### src/rtl/eth_rxf_pkg.sv
package eth_rxf_pkg;
    localparam int          HASH_W       = 6;
    localparam int          TBL_BYTES    = 1 << (HASH_W - 3);
    localparam int          TBL_IDX_W    = HASH_W - 3;
    localparam int          DA_BYTES     = 6;
    localparam logic [31:0] CRC_POLY_R   = 32'hEDB88320;
    localparam logic [31:0] CRC_PRESET   = 32'hFFFFFFFF;
    localparam logic [31:0] CRC_RESIDUE  = 32'hDEBB20E3;

    typedef struct packed {
        logic              bcast;
        logic              mcast;
        logic              crc_bad;
        logic              odd;
        logic              too_long;
        logic              too_short;
        logic [HASH_W-1:0] hash;
        logic              pass;
    } rx_stat_t;

    // Reflected CRC-32 advanced by one byte, least significant bit first.
    function automatic logic [31:0] crc_byte(input logic [31:0] c, input logic [7:0] b);
        logic [31:0] r;
        r = c;
        for (int i = 0; i < 8; i++) begin
            r = (r[0] ^ b[i]) ? ((r >> 1) ^ CRC_POLY_R) : (r >> 1);
        end
        return r;
    endfunction

    // Hash bit (HASH_W-1-i) comes from reflected register bit i.
    function automatic logic [HASH_W-1:0] crc_to_hash(input logic [31:0] c);
        logic [HASH_W-1:0] h;
        for (int i = 0; i < HASH_W; i++) begin
            h[HASH_W-1-i] = c[i];
        end
        return h;
    endfunction
endpackage

### src/rtl/rxf_crc.sv
module rxf_crc
    import eth_rxf_pkg::*;
(
    input  logic        clk,
    input  logic        rst_n,
    input  logic        clr,
    input  logic        en,
    input  logic [7:0]  din,
    output logic [31:0] crc_nxt,
    output logic [31:0] crc_cur
);
    logic [31:0] crc_d, crc_q;

    always_comb begin
        crc_nxt = crc_byte(crc_q, din);
        crc_d   = crc_q;
        if (clr)     crc_d = CRC_PRESET;
        else if (en) crc_d = crc_nxt;
    end

    always_ff @(posedge clk or negedge rst_n) begin
        if (!rst_n) crc_q <= CRC_PRESET;
        else        crc_q <= crc_d;
    end

    assign crc_cur = crc_q;
endmodule

### src/rtl/rxf_lencnt.sv
module rxf_lencnt #(
    parameter int MAX_LEN = 1518,
    parameter int MIN_LEN = 64,
    localparam int CNT_W  = $clog2(MAX_LEN + 1) + 1
) (
    input  logic             clk,
    input  logic             rst_n,
    input  logic             clr,
    input  logic             en,
    output logic [CNT_W-1:0] cnt,
    output logic             odd,
    output logic             too_long,
    output logic             too_short
);
    localparam logic [CNT_W-1:0] CNT_SAT = '1;
    localparam logic [CNT_W-1:0] MAX_C   = CNT_W'(MAX_LEN);
    localparam logic [CNT_W-1:0] MIN_C   = CNT_W'(MIN_LEN);

    logic [CNT_W-1:0] cnt_d, cnt_q;
    logic             par_d, par_q;

    always_comb begin
        cnt_d = cnt_q;
        par_d = par_q;
        if (clr) begin
            cnt_d = '0;
            par_d = 1'b0;
        end else if (en) begin
            if (cnt_q != CNT_SAT) cnt_d = cnt_q + 1'b1;
            par_d = ~par_q;
        end
    end

    always_ff @(posedge clk or negedge rst_n) begin
        if (!rst_n) begin
            cnt_q <= '0;
            par_q <= 1'b0;
        end else begin
            cnt_q <= cnt_d;
            par_q <= par_d;
        end
    end

    assign cnt       = cnt_q;
    assign odd       = par_q;
    assign too_long  = (cnt_q > MAX_C);
    assign too_short = (cnt_q < MIN_C);
endmodule

### src/rtl/rxf_mtable.sv
module rxf_mtable
    import eth_rxf_pkg::*;
(
    input  logic                 clk,
    input  logic                 rst_n,
    input  logic                 wr_en,
    input  logic [TBL_IDX_W-1:0] wr_idx,
    input  logic [7:0]           wr_data,
    input  logic [HASH_W-1:0]    hash,
    output logic                 hit
);
    logic [TBL_BYTES-1:0][7:0] tbl_q;

    for (genvar g = 0; g < TBL_BYTES; g++) begin : g_byte
        logic [7:0] byte_d;
        always_comb begin
            byte_d = tbl_q[g];
            if (wr_en && (wr_idx == TBL_IDX_W'(g))) byte_d = wr_data;
        end
        always_ff @(posedge clk or negedge rst_n) begin
            if (!rst_n) tbl_q[g] <= '0;
            else        tbl_q[g] <= byte_d;
        end
    end

    assign hit = tbl_q[hash[HASH_W-1:3]][hash[2:0]];
endmodule

### src/rtl/eth_rx_filter.sv
module eth_rx_filter
    import eth_rxf_pkg::*;
#(
    parameter int MAX_LEN = 1518,
    parameter int MIN_LEN = 64
) (
    input  logic        clk,
    input  logic        rst_n,
    input  logic        rx_sof,
    input  logic        rx_byte_vld,
    input  logic [7:0]  rx_byte,
    input  logic        rx_eof,
    input  logic        rx_err,
    input  logic        mt_wr_en,
    input  logic [2:0]  mt_wr_idx,
    input  logic [7:0]  mt_wr_data,
    output logic        rx_done,
    output logic        rs_bcast,
    output logic        rs_mcast,
    output logic        rs_crc_bad,
    output logic        rs_odd,
    output logic        rs_long,
    output logic        rs_short,
    output logic [5:0]  rs_hash,
    output logic        rs_pass
);
    localparam int CNT_W = $clog2(MAX_LEN + 1) + 1;

    typedef struct packed {
        logic              err;
        logic              mc;
        logic              bc;
        logic [HASH_W-1:0] hash;
        logic              done;
        rx_stat_t          stat;
    } frm_st_t;

    frm_st_t st_d, st_q;

    logic [31:0]      crc_nxt, crc_cur;
    logic [CNT_W-1:0] cnt;
    logic             odd, too_long, too_short, hit;
    logic             byte_en;

    assign byte_en = rx_byte_vld && !rx_sof;

    rxf_crc u_crc (
        .clk(clk), .rst_n(rst_n), .clr(rx_sof), .en(byte_en),
        .din(rx_byte), .crc_nxt(crc_nxt), .crc_cur(crc_cur)
    );

    rxf_lencnt #(.MAX_LEN(MAX_LEN), .MIN_LEN(MIN_LEN)) u_len (
        .clk(clk), .rst_n(rst_n), .clr(rx_sof), .en(byte_en),
        .cnt(cnt), .odd(odd), .too_long(too_long), .too_short(too_short)
    );

    rxf_mtable u_tbl (
        .clk(clk), .rst_n(rst_n), .wr_en(mt_wr_en), .wr_idx(mt_wr_idx),
        .wr_data(mt_wr_data), .hash(st_q.hash), .hit(hit)
    );

    always_comb begin
        logic da_done;
        st_d      = st_q;
        st_d.done = 1'b0;
        da_done   = (cnt >= CNT_W'(DA_BYTES));
        if (rx_sof) begin
            st_d.err  = 1'b0;
            st_d.mc   = 1'b0;
            st_d.bc   = 1'b1;
            st_d.hash = '0;
        end else if (rx_byte_vld) begin
            if (cnt == '0)                 st_d.mc   = rx_byte[0];
            if (!da_done)                  st_d.bc   = st_q.bc && (rx_byte == 8'hFF);
            if (cnt == CNT_W'(DA_BYTES-1)) st_d.hash = crc_to_hash(crc_nxt);
        end
        if (rx_err) st_d.err = 1'b1;
        if (rx_eof) begin
            st_d.done           = 1'b1;
            st_d.stat.mcast     = st_q.mc;
            st_d.stat.bcast     = st_q.bc && da_done;
            st_d.stat.crc_bad   = st_q.err || rx_err || (crc_cur != CRC_RESIDUE);
            st_d.stat.odd       = odd;
            st_d.stat.too_long  = too_long;
            st_d.stat.too_short = too_short;
            st_d.stat.hash      = st_q.hash;
            st_d.stat.pass      = st_q.mc && hit;
        end
    end

    always_ff @(posedge clk or negedge rst_n) begin
        if (!rst_n) st_q <= '0;
        else        st_q <= st_d;
    end

    assign rx_done    = st_q.done;
    assign rs_bcast   = st_q.stat.bcast;
    assign rs_mcast   = st_q.stat.mcast;
    assign rs_crc_bad = st_q.stat.crc_bad;
    assign rs_odd     = st_q.stat.odd;
    assign rs_long    = st_q.stat.too_long;
    assign rs_short   = st_q.stat.too_short;
    assign rs_hash    = st_q.stat.hash;
    assign rs_pass    = st_q.stat.pass;
endmodule

### config.mk
export PLATFORM = sky130hd
export DESIGN_NAME = eth_rx_filter
export DESIGN_NICKNAME = d
export VERILOG_FILES = /design/src/rtl/eth_rxf_pkg.sv /design/src/rtl/rxf_crc.sv /design/src/rtl/rxf_lencnt.sv /design/src/rtl/rxf_mtable.sv /design/src/rtl/eth_rx_filter.sv
export SDC_FILE = /design/constraint.sdc
export NUM_CORES = 1
export LEC_CHECK = 0
export BUFFER_PORTS_ARGS = -buffer_cell sky130_fd_sc_hd__clkbuf_2
export CAP_MARGIN = 40
export CORE_MARGIN = 2
export CORE_UTILIZATION = 60
export DETAILED_ROUTE_END_ITERATION = 8
export GPL_TIMING_DRIVEN = 0
export PLACE_DENSITY = 0.89
export SKIP_LAST_GASP = 1
export SYNTH_ARGS = -nofsm -noshare
export SYNTH_HDL_FRONTEND = slang
export SYNTH_SLANG_ARGS = --single-unit
### constraint.sdc
create_clock -name clk -period 4.55 [get_ports clk]
set_input_delay 0.2275 -clock clk [delete_from_list [all_inputs] [get_ports clk]]
set_output_delay 0.2275 -clock clk [all_outputs]
set_load 0.02 [all_outputs]
# After elaboration in Yosys (flattened, before gate mapping)
# Cells that the tools add are included.
[totals]
register_bits = 132
inputBits = 26
output_inout_bits = 14
wordCells = 113
[classes]
addsub = 1
order_cmp = 5
n_eq_ne = 12
n_mux = 27
bitwise = 17
n_reduce_logical = 27
[op_table]
columns = ["op", "count"]
rows = [
  ["$mux 32", 10],
  ["$not 13->14", 8],
  ["$mux 12", 3],
  ["$ne 32x32->1 const B", 1],
  ["$bmux 8 s3", 1],
  ["$mux 8", 3],
  ["$mux 14", 1],
  ["$add 12x1->12 const B", 1],
  ["$eq 12x3->1 const B", 1],
  ["$eq 3x3->1 const B", 4],
  ["$ge 12x3->1 const B", 1],
  ["$gt 12x11->1 const B", 1],
  ["$logic_and 1x1->1", 12],
  ["$logic_not 12->1", 1],
  ["$lt 12x7->1 const B", 1],
  ["$ne 12x12->1 const B", 1],
  ["$reduce_bool 2->1", 6],
  ["$eq 8x8->1 const B", 1],
  ["$lt 3x4->1 const B", 2],
  ["$reduce_and 2->1", 4],
  ["$xor 1x1->1", 8],
  ["$mux 1", 7],
  ["$eq 3x2->1 const B", 2],
  ["$mux 6", 1],
  ["7 further kinds", 8],
]

# Longest topological paths before layout
# Gate-level depths: netlist of run 1.
[depth]
depth_word = 19
depth_mapped = 7
ltp_nobuf = 6

# Hierarchy
# From an unflattened synthesis of run 1, not the netlist that was laid out.
[hier_totals]
hier_cells = 569
area_unflattened_um2 = 7064.3
[by_module_without_submodules]
columns = ["mod", "n_inst", "cells_per_inst", "area_per_inst_um2", "seq_area_each_um2"]
rows = [
  ["rxf_mtable", 1, 199, 3050.4, 1601.5],
  ["rxf_crc", 1, 195, 2157.1, 840.8],
  ["eth_rx_filter", 1, 93, 1108.6, 575.6],
  ["rxf_lencnt", 1, 82, 748.2, 325.3],
]

# Worst setup path before layout of run 1
# No wires, ideal clock.
[synth_path]
path_kind = "reg-to-reg"
from = "register u_crc.crc_q[1], in the netlist u_crc.crc_cur[1]"
to = "register u_crc.crc_q[20], in the netlist u_crc.crc_cur[20]"
setup_ps = 79
arrival_time_ps = 1984
required_ps = 4471
path_slack_ps = 2487
stages_incl_launch_ff = 6
path_buffers = 0
period_less_slack_ps = 2063
path_cell_list = "dfstp_2 xnor2_4 xor2_4 xnor3_2 xnor3_1 o21ai_0"
[synth_between]
elab_chain_len = 15
word_cells_on_any_way = 16
classes_between = "10 x mux; 6 x bitwise"
[synth_rtl]
columns = ["element", "line", "text"]
rows = [
  ["from (decl)", "rxf_crc.sv:12", "logic [31:0] crc_d, crc_q;"],
  ["from (signal assigned)", "rxf_crc.sv:23", "else crc_q <= crc_d;"],
  ["$mux 32 (*)", "eth_rxf_pkg.sv:26", "r = (r[0] ^ b[i]) ? ((r >> 1) ^ CRC_POLY_R) : (r >> 1);"],
  ["$xor 1x1->1 (*)", "eth_rxf_pkg.sv:26", ""],
  ["$mux 32 (*) (2 in a row)", "eth_rxf_pkg.sv:26", ""],
  ["$not 13->14 (no source line)", "-", ""],
  ["$mux 32 (*)", "eth_rxf_pkg.sv:26", ""],
  ["$not 13->14 (no source line)", "-", ""],
  ["$mux 32 (*) (2 in a row)", "eth_rxf_pkg.sv:26", ""],
  ["$not 13->14 (no source line)", "-", ""],
  ["$mux 32 (*)", "eth_rxf_pkg.sv:26", ""],
  ["$not 13->14 (no source line)", "-", ""],
  ["$mux 32 (*)", "eth_rxf_pkg.sv:26", ""],
  ["$mux 32 (*)", "rxf_crc.sv:18", "else if (en) crc_d = crc_nxt;"],
  ["$mux 32 (*)", "rxf_crc.sv:17", "if (clr) crc_d = CRC_PRESET;"],
]
# Every way passes the cells marked *; elsewhere a longest branch is shown, timed or not. The select of a mux whose other input is x is not followed.
# A chain may end at the register's enable or synchronous reset.

# Worst setup path in the final report of run 1
[layout_path]
from = "register st_q[19] in the netlist's numbering"
to = "register st_q, in the netlist rs_pass"
[layout_between]
elab_chain_len = 5
[layout_rtl]
columns = ["element", "line", "text"]
rows = [
  ["from (decl)", "eth_rx_filter.sv:38", "frm_st_t st_d, st_q;"],
  ["from (signal assigned)", "eth_rx_filter.sv:93", "else st_q <= st_d;"],
  ["$bmux 8 s3", "rxf_mtable.sv:26", "assign hit = tbl_q[hash[HASH_W-1:3]][hash[2:0]];"],
  ["$mux 8 (not written as such)", "rxf_mtable.sv:26", ""],
  ["$bmux 1 s3", "rxf_mtable.sv:26", ""],
  ["$mux 1 (not written as such)", "rxf_mtable.sv:26", ""],
  ["$logic_and 1x1->1", "eth_rx_filter.sv:87", "st_d.stat.pass = st_q.mc && hit;"],
]
# Every way passes these cells. The select of a mux whose other input is x is not followed.

==> results of run 1 <==
-- layout make-up --
cell class | instances | area share, %
Clock inverter | 12 | 1.95
Tap cell | 143 | 2.27
Sequential cell | 132 | 42.4
Multi-Input combinational cell | 376 | 42.3
Inverter | 9 | 0.429
Clock buffer | 20 | 5.67
Timing Repair Buffer | 39 | 3.03
Buffer | 33 | 1.89
-- power groups by stage --
stage	Clock, mW	Sequential (mW)	Combinational (mW)
after floorplan	0	1.63	1.32
after global placement	0	1.67	1.56
after detailed placement	0	1.70	1.62
after CTS	1.40	1.69	1.65
after global routing	1.45	1.72	1.77
final	1.39	1.69	1.66
-- worst paths after layout --
kind / from / end / slack, ns / cells after the start
worst max-delay path: st_q[19] / rs_pass / 2.07 / 7
worst min-delay path: rx_err / st_q[22] / 0.03 / 2
worst max register to register: st_q[19] / rs_pass / 2.07 / 7
worst min register to register: u_tbl.tbl_q[44] / u_tbl.tbl_q[44] / 0.50 / 1
max in group asynchronous: rst_n / u_crc.crc_cur[11] / 3.46 / 3
min in group asynchronous: rst_n / rs_odd / 0.38 / 2
-- worst max-delay path, delay by kind of cell, from the launching register on --
family | cells | cell delay, ns
buf+inv | 2 | 1.04
compound gates | 2 | 0.26
flops | 1 | 0.33
simple gates | 1 | 0.09
mux | 2 | 0.64
-- routing by layer --
layer  global-route usage (%)  part of all wire, %  vias to the layer above  wire length, um
met5                        0                    0                        -                0
met4                     11.8                  3.4                        0              547
met3                     7.76                  6.3                       51             1020
met2                     46.4                   51                      198             8200
met1                     34.0                   39                     2359             6330
li1                         -                    -                     2080                -
-- state kept, by name, summed over array words and instances, names as in the netlist --
name           count
u_tbl.tbl_q       64
u_crc.crc_cur     32
u_len.cnt         12
st_q               9
rs_hash            6
rs_bcast           1
rs_crc_bad         1
rs_long            1
rs_mcast           1
rs_odd             1
rs_pass            1
rs_short           1
rx_done            1
u_len.odd          1
-- what timing repair did --
| item | CTS | global route |
|---|---|---|
| endpoints found under the hold margin | 49 | 0 |
| endpoints found under the setup margin | 0 | 0 |
| hold buffers | 2 | 0 |
-- cell usage in the layout (no fill, tap or decap), types with 8 or more instances in the layout --
cell type	n
dfrtp_1	100
mux2_2	72
nor2_1	44
xnor2_1	44
clkbuf_2	34
dfstp_2	32
nand2_1	27
o21ai_0	26
clkbuf_1	25
xor2_1	20
mux4_2	17
clkbuf_16	17
a21oi_1	13
a211o_1	11
o211ai_1	11
nor3_1	10
nand4_1	9
inv_1	8
-- cells by family (layout without fill, tap and decap cells) --
kind of cell | after synthesis | count (layout) | synth area share [%]
compound gates | 72 | 72 | 6.99
xor+xnor | 79 | 79 | 13.3
fa+ha+maj | 4 | 4 | 0.730
buf+inv | 42 | 113 | 2.66
flops | 132 | 132 | 48.7
mux | 95 | 95 | 18.3
simple gates | 126 | 126 | 9.32
-- through the flow --
| step | hold slack, ns | utilization, % |
|---|---|---|
| 6_report | 0.0346 | 69.9 |
| 5_1_grt | 0.0376 | 69.9 |
| 4_1_cts | 0.0212 | 69.8 |
| 3_5_place_dp | 0.256 | 64.3 |
| 3_3_place_gp | 0.353 | 64.0 |
| 2_1_floorplan | -0.0681 | - |
==> out/metrics.yaml, run 1 <==
synth:
  synth_top_area_share_pct: 36.5
  ys_dominant_reg_cell: "dfrtp_1"
  syn_avg_cell_area_sq_um: 12.5
  syn_inst: 550
  synthTopCellsByCount: "dfrtp_1 (100), mux2_2 (72), nor2_1 (44), xnor2_1 (44), dfstp_2 (32)"
  ys_ff_latch: 132
  synth.area.top_cells: "dfrtp_1 (36%), dfstp_2 (12%), mux2_2 (12%), xnor2_1 (5.6%), mux4_2 (5.6%)"
  mappedNetlistNets: 580
  ys_warn_count: 0
  synth_most_common_cell: "dfrtp_1"
  yosysSeqAreaShare_pct: 48.7
  syn_area_sq_mm: 0.00686
  synth-async-reset-ratio_pct: 100
  synth-edff-count: 0
  synthDistinctLibCells: 54
  yosysTopAreaCell: "dfrtp_1"
power_and_ir_drop:
  clkPwrFrac_pct: 29.3
  p_leak_nw: 3.24
  power_frac_comb_pct: 35.0
  power.total_mw: 4.74
  powerDensity_mw_per_mm2: 602
  switchingPower_mw: 1.52
  seqPwrFrac_pct: 35.7
  p_int_mw: 3.23
  ir_worst_vdd_uv: 399
  swShare_pct: 32.0
layout:
  diodes: 0
  nets: 638
  regArea_sq_mm: 0.00334
  fillers: 758
  area_delta_synth_final_pct: 14.8
  final_cells: 764
  multi_input_area_sq_mm: 0.00333
  drive_above_1_share_pct: 34.1
  final_area_sq_mm: 0.00788
clocking:
  clock_latency_ns: 0.42
  ctsRootBufferMaster: "clkbuf_16"
  clk_path_buf_depth: 2
  cts_buffers: 17
  cts_setup_buffers: 0
  clk_pin_slew_ns: 0.06
  cts_tree: "yes"
  ctsResizeCount: 0
  clock_sinks: 132
  ctsHtreeMaxLevel: 4
drt:
  drc_errors: 0
  post_drt_wl_per_cell_um: 21.1
  ant_nets: 0
  vias: 4688
  drt_first_pass_iters: 5
  first_iter_violations: 380
  vias_per_cell: 6.14
  wirelength_um: 16100
die:
  io_pins: 40
  die_h_um: 111
  rows: 39
  die-area_sq_mm: 0.0123
  initial_utilization_pct: 60.9
  fp.dieW_um: 111
  core-area_sq_mm: 0.0113
setup_path:
  critPathMaxStageDelay_ns: 0.56
  worstPathArrival_ns: 2.78
  startpoint_type: "flop"
  cpMostUsedCell: "clkbuf_1"
  slowest_stage: "clkbuf_1"
  criticalPathCategory: "flop to flop"
  end_kind: "flop"
  worstPathRequired_ns: 4.85
  worstPathMaxFanout: 10
  worstPathCellList: "clkbuf_1 -> clkbuf_1 -> mux4_2 -> mux2i_1 -> a31oi_1 -> o211ai_1 -> nand3_1"
global_route:
  grtUsageTotal_pct: 27.7
  antenna_found_initial: 0
  grt_start_max_net_pins: 69
  grt_pass1_vias: 5048
  grt_pass1_wl_um: 26300
  grt_overflow_total: 0
sta:
  fin_ws_ns: 2.07
  hold_viol: 0
  rsz0062_at_grt: "false"
  fin_crit_sh_pct: 54.5
  relSlewSlack_pct: 38.5
  period_needed_ns: 2.48
  fin_setup_tns_ns: 0
  finClkSkew_ns: 0.00575
  fmax_mhz: 403
  tightest_slew_ns: 0.913
  drv_slew: 0
  setup_viol: 0
placement:
  placed_cells: 729
  dp_hpwl_um: 10700
  gp_congestion: 0.909
  numPortBuffers: 34
  placed_area_sq_mm: 0.00725
  post-place-ws_ns: 2.07
status:
  status: "finished, final reports clean"
min_path:
  hp-class: "primary input to flop"
flow_run:
  cap_violations: 0
Power figures use the tool's default switching activity.
==> inputs of run 2 (changes only) <==
==> constraint.sdc (replaced) <==
create_clock -name clk -period 2.3 [get_ports clk]
set_input_delay 0.115 -clock clk [delete_from_list [all_inputs] [get_ports clk]]
set_output_delay 0.115 -clock clk [all_outputs]
set_load 0.02 [all_outputs]
==> run 2 against run 1 <==
- power is 100% higher
- largest power group is now combinational cells
- flip-flop and latch count stayed put
- sequential power is 99% higher
- combinational power is 100% higher
- fmax is 9.9% higher
- register-to-register slack worse by 2.0 ns
- utilization is 0.48 points higher
- non-clock buffer count is 2 lower
- final area is 0.68% higher
- first-iteration DRC count is 8.9% higher
- clock-buffer cell count stayed put
- via count is 1.2% higher
==> out/metrics.yaml, run 2 (same netlist as run 1, synthesis figures left out) <==
placement:
  gp_congestion: 0.909
  numPortBuffers: 34
  post-place-ws_ns: -0.185
  placed_area_sq_mm: 0.00725
  dp_hpwl_um: 10700
drt:
  vias_per_cell: 6.23
  drc_errors: 0
  ant_nets: 0
  first_iter_violations: 414
  vias: 4745
  drt_first_pass_iters: 5
  wirelength_um: 16500
  post_drt_wl_per_cell_um: 21.6
min_path:
  holdPathStages: 2
  hp-class: "primary input to flop"
sta:
  holdWs_ns: 0.0280
  hold_viol: 0
  relSlewSlack_pct: 39.0
  fin_ws_ns: 0.0415
  setup_viol: 0
  tightest_slew_ns: 0.911
  fin_crit_sh_pct: 98.2
  drv_slew: 0
  fmax_mhz: 443
  period_needed_ns: 2.26
  finClkSkew_ns: 0.00649
clocking:
  clock_sinks: 132
  cts_buffers: 17
  ctsRootBufferMaster: "clkbuf_16"
  cts_tree: "yes"
  clock_latency_ns: 0.42
  cts_setup_buffers: 0
  clk_pin_slew_ns: 0.06
  clk_path_buf_depth: 2
  ctsHtreeMaxLevel: 4
global_route:
  grt_pass1_wl_um: 26300
  grt_overflow_total: 0
  antenna_found_initial: 0
  grt_start_max_net_pins: 69
  grt_pass1_vias: 5050
  grtUsageTotal_pct: 27.8
layout:
  diodes: 0
  area_delta_synth_final_pct: 15.6
  final_area_sq_mm: 0.00793
  fillers: 749
  final_cell_mix: "dfrtp_1 (99), mux2_2 (72), nor2_1 (44)"
  drive_above_1_share_pct: 35.1
  nets: 636
  largest-register: "u_tbl.tbl_q"
  largest_reg_flops: 64
  final_common_cell: "dfrtp_1"
setup_path:
  worstPathArrival_ns: 2.60
  critical-path-top-delay-family: "XOR/XNOR gates"
  path_depth: 5
  startpoint_type: "flop"
  slowest_stage: "dfstp_2"
  critPathMaxStageDelay_ns: 0.59
  critPathBufInv: 0
  reg2regPathDepth: 5
  worstPathCellList: "xnor2_4 -> xnor2_2 -> xnor3_2 -> xnor3_1 -> o21ai_0"
  end_kind: "flop"
  worstPathMaxFanout: 7
  criticalPathCategory: "flop to flop"
  worstPathRequired_ns: 2.64
die:
  die-area_sq_mm: 0.0123
  die_h_um: 111
  initial_utilization_pct: 60.9
  fp.dieW_um: 111
  io_pins: 40
  core-area_sq_mm: 0.0113
  rows: 39
power_and_ir_drop:
  power.total_mw: 9.49
  p_leak_nw: 3.27
  powerDensity_mw_per_mm2: 1200
  ir_worst_vdd_uv: 777
status:
  status: "finished, final reports clean"
flow_run:
  cap_violations: 0
[run 2: changes by cell type in the layout (fill, tap and decap cells not counted), moves of 2 or more]
cell      change
clkbuf_1      -4
clkbuf_2      +2
xnor2_1       -2
xnor2_4       +2
[run 2: through the flow]
stage | instances | utilization, % | TNS (ns)
2_1_floorplan | 550 | - | 0
3_3_place_gp | 727 | 64.0 | -76.75
3_5_place_dp | 729 | 64.3 | -0.185
4_1_cts | 763 | 69.9 | 0
5_1_grt | 762 | 70.4 | -0.0309
6_report | 762 | 70.4 | 0
[run 2: worst paths after layout]
check,startpoint,endpoint,slack (ns)
min in group asynchronous,rst_n,rs_odd,0.27
worst max register to register,u_crc.crc_cur[3],u_crc.crc_cur[23],0.04
worst max-delay path,u_crc.crc_cur[3],u_crc.crc_cur[23],0.04
max in group asynchronous,rst_n,u_crc.crc_cur[11],1.32
worst min-delay path,mt_wr_data[3],u_tbl.tbl_q[51],0.03
worst min register to register,u_tbl.tbl_q[44],u_tbl.tbl_q[44],0.50
[run 2: repair_timing]
action                                 in CTS  in global routing
cloned                                      0                  0
hold buffers                                3                  0
gates resized for setup                     2                  8
pin swaps                                   0                  2
endpoints found under the hold margin      50                  0
setup endpoints to repair                   1                 11
[run 2: layout make-up]
cell class	instances	area [sq um]	share of cell area [%]
inverters	9	33.8	0.426
clock inverters	12	154	1.94
well taps	143	179	2.26
repair buffers	39	241	3.04
clock buffers	20	447	5.63
flip-flops and latches	132	3340	42.2
plain buffers	31	144	1.81
multi-input cells	376	3390	42.7
[run 2: metal layers]
metal	GRT usage, %	part of all wire (%)
met4	11.8	3.7
met5	0	0
met2	46.4	51
met3	7.71	6.1
met1	34.2	39
[run 2: worst register-to-register path, cell delays in order, from the launching register on]
cell and delay (ns):
dfstp_2 0.59, xnor2_4 0.16, xnor2_2 0.33, xnor3_2 0.57
xnor3_1 0.37, o21ai_0 0.16
[run 2: where the power goes]
group          switching (mW)  total, mW  leakage, nW  internal [mW]
Sequential              0.419       3.36         1.58           2.95
Combinational            1.63       3.37         1.40           1.74
Clock                    1.02       2.75        0.287           1.73
==> inputs of run 3 (changes only) <==
--- a/config.mk
+++ b/config.mk
@@ -8,10 +8,11 @@
 export BUFFER_PORTS_ARGS = -buffer_cell sky130_fd_sc_hd__clkbuf_2
 export CAP_MARGIN = 40
 export CORE_MARGIN = 2
-export CORE_UTILIZATION = 60
+export CORE_UTILIZATION = 30
 export DETAILED_ROUTE_END_ITERATION = 8
 export GPL_TIMING_DRIVEN = 0
-export PLACE_DENSITY = 0.89
+export HOLD_SLACK_MARGIN = 0.12
+export PLACE_DENSITY = 0.55
 export SKIP_LAST_GASP = 1
 export SYNTH_ARGS = -nofsm -noshare
 export SYNTH_HDL_FRONTEND = slang
==> run 3 against run 2 <==
- fmax increased by 4.8%
- largest power group unchanged
- via count decreased by 3.7%
- critical endpoint is now u_crc.crc_cur[20]
- first-iteration DRC count decreased by 47%
- clock power decreased by 7%
==> out/metrics.yaml, run 3 (same netlist as run 1, synthesis figures left out) <==
die:
  fp.dieW_um: 155
  io_pins: 40
  core-area_sq_mm: 0.0226
  die-area_sq_mm: 0.0241
  rows: 55
  die_h_um: 155
  initial_utilization_pct: 30.4
global_route:
  antenna_found_initial: 0
  grt_pass1_vias: 4891
  grtUsageTotal_pct: 14.6
  grt_overflow_total: 0
  grt_pass1_wl_um: 27100
  grt_start_max_net_pins: 105
drt:
  first_iter_violations: 221
  drt_first_pass_iters: 6
  post_drt_wl_per_cell_um: 18.1
  vias: 4571
  wirelength_um: 16600
  vias_per_cell: 4.99
  drc_errors: 0
  ant_nets: 0
clocking:
  clock_latency_ns: 0.41
  ctsRootBufferMaster: "clkbuf_16"
  cts_buffers: 17
  clk_pin_slew_ns: 0.06
  clk_path_buf_depth: 2
  clock_sinks: 132
  cts_tree: "yes"
  ctsHtreeMaxLevel: 4
placement:
  placed_area_sq_mm: 0.00743
  dp_hpwl_um: 11600
  gp_congestion: 0.839
  placed_cells: 870
  numPortBuffers: 34
layout:
  largest-register: "u_tbl.tbl_q"
  fillers: 2225
  regArea_sq_mm: 0.00334
  diodes: 0
  final_area_sq_mm: 0.00817
  post-route-util_pct: 36.2
  final_common_cell: "dfrtp_1"
  final_cells: 916
  largest_reg_flops: 64
  area_delta_synth_final_pct: 19.0
  drive_above_1_share_pct: 35.3
  final_cell_mix: "dfrtp_1 (99), mux2_2 (72), nor2_1 (44)"
  nets: 648
  multi_input_area_sq_mm: 0.00336
setup_path:
  reg2reg_slack_ns: 0.15
  critPathMaxStageDelay_ns: 0.57
  worstPathCellList: "xnor2_2 -> xor2_4 -> xnor3_2 -> xnor3_1 -> o21ai_0"
  path_depth: 5
  r2r_end: "u_crc.crc_cur[20]"
  critical-path-top-delay-family: "XOR/XNOR gates"
  reg2regPathDepth: 5
  cp-startpoint: "u_crc.crc_cur[7]"
  r2r_start: "u_crc.crc_cur[7]"
  critPathBufInv: 0
  worstPathRequired_ns: 2.62
  startpoint_type: "flop"
  criticalPathCategory: "flop to flop"
  worstPathArrival_ns: 2.48
  crit_end: "u_crc.crc_cur[20]"
  end_kind: "flop"
  worstPathMaxFanout: 4
  slowest_stage: "dfstp_2"
sta:
  rsz0062_at_grt: "false"
  drv_slew: 0
  relSlewSlack_pct: 40.1
  tightest_slew_ns: 0.895
  fmax_mhz: 464
  finClkSkew_ns: 0.00767
  setup_viol: 0
  period_needed_ns: 2.15
  hold_viol: 0
  holdWs_ns: 0.137
  fin_crit_sh_pct: 93.7
power_and_ir_drop:
  ir_worst_vdd_uv: 592
  power.total_mw: 9.28
  powerDensity_mw_per_mm2: 1140
  p_leak_nw: 3.28
min_path:
  hp-class: "primary input to flop"
status:
  status: "finished, final reports clean"
flow_run:
  cap_violations: 0
-- run 3: metrics by stage --
| stage | setup TNS (ns) | setup WS (ns) |
|---|---|---|
| final | 0 | 0.145 |
| after CTS | -0.00291 | -0.00291 |
| after detailed placement | -0.358 | -0.318 |
| after floorplan | 0 | 0.237 |
| after global routing | 0 | 0.00885 |
| after global placement | -88.35 | -0.881 |
-- run 3: layout make-up --
cell class	count	area share [%]
multi-input cells	376	41.2
plain buffers	31	1.76
well taps	285	4.37
clock inverters	14	1.59
inverters	9	0.414
repair buffers	51	4.34
clock buffers	18	5.38
flip-flops and latches	132	41.0
-- run 3: tightest hold or removal path: cells and delay by family --
family / cells / cell delay [ns]
buffers and inverters: 1 / 0.16
multiplexers: 1 / 0.16
AND/OR/NAND/NOR: 1 / 0.06
-- run 3: per-layer routing --
layer | share of wire, % | track usage, % | wire, um | up-vias
met2 | 50 | 24.7 | 8320 | 106
met3 | 5.0 | 3.98 | 826 | 8
met1 | 44 | 18.7 | 7330 | 2357
met4 | 0.66 | 3.19 | 110 | 0
li1 | - | - | - | 2100
met5 | 0 | 0 | 0 | -
-- run 3: how the worst min path moves through the flow --
| stage | start | cells after the start | endpoint | slack, ns |
|---|---|---|---|---|
| global placement | rx_eof | 1 | rx_done | 0.25 |
| floorplan | rst_n | 0 | rs_bcast | -0.18 |
| CTS | rx_byte[0] | 3 | st_q[21] | 0.12 |
| detailed placement | rst_n | 1 | u_len.cnt[10] | 0.03 |
| finish | rx_byte[0] | 3 | st_q[21] | 0.14 |
| global route | rx_sof | 4 | u_crc.crc_cur[26] | 0.17 |
-- run 3: repair_timing --
item                                    CTS  global route
hold buffers                             11             0
gates resized for setup                   3             3
setup buffers                             1             4
cloned                                    0             0
pin swaps                                 1             1
endpoints found under the setup margin    2             7
hold endpoints to repair                178             0
-- run 3: report_power, final --
group	internal [mW]	total (mW)	leakage (nW)	switching [mW]
logic	1.80	3.38	1.43	1.58
clock network	1.52	2.57	0.265	1.05
registers	2.94	3.33	1.58	0.387
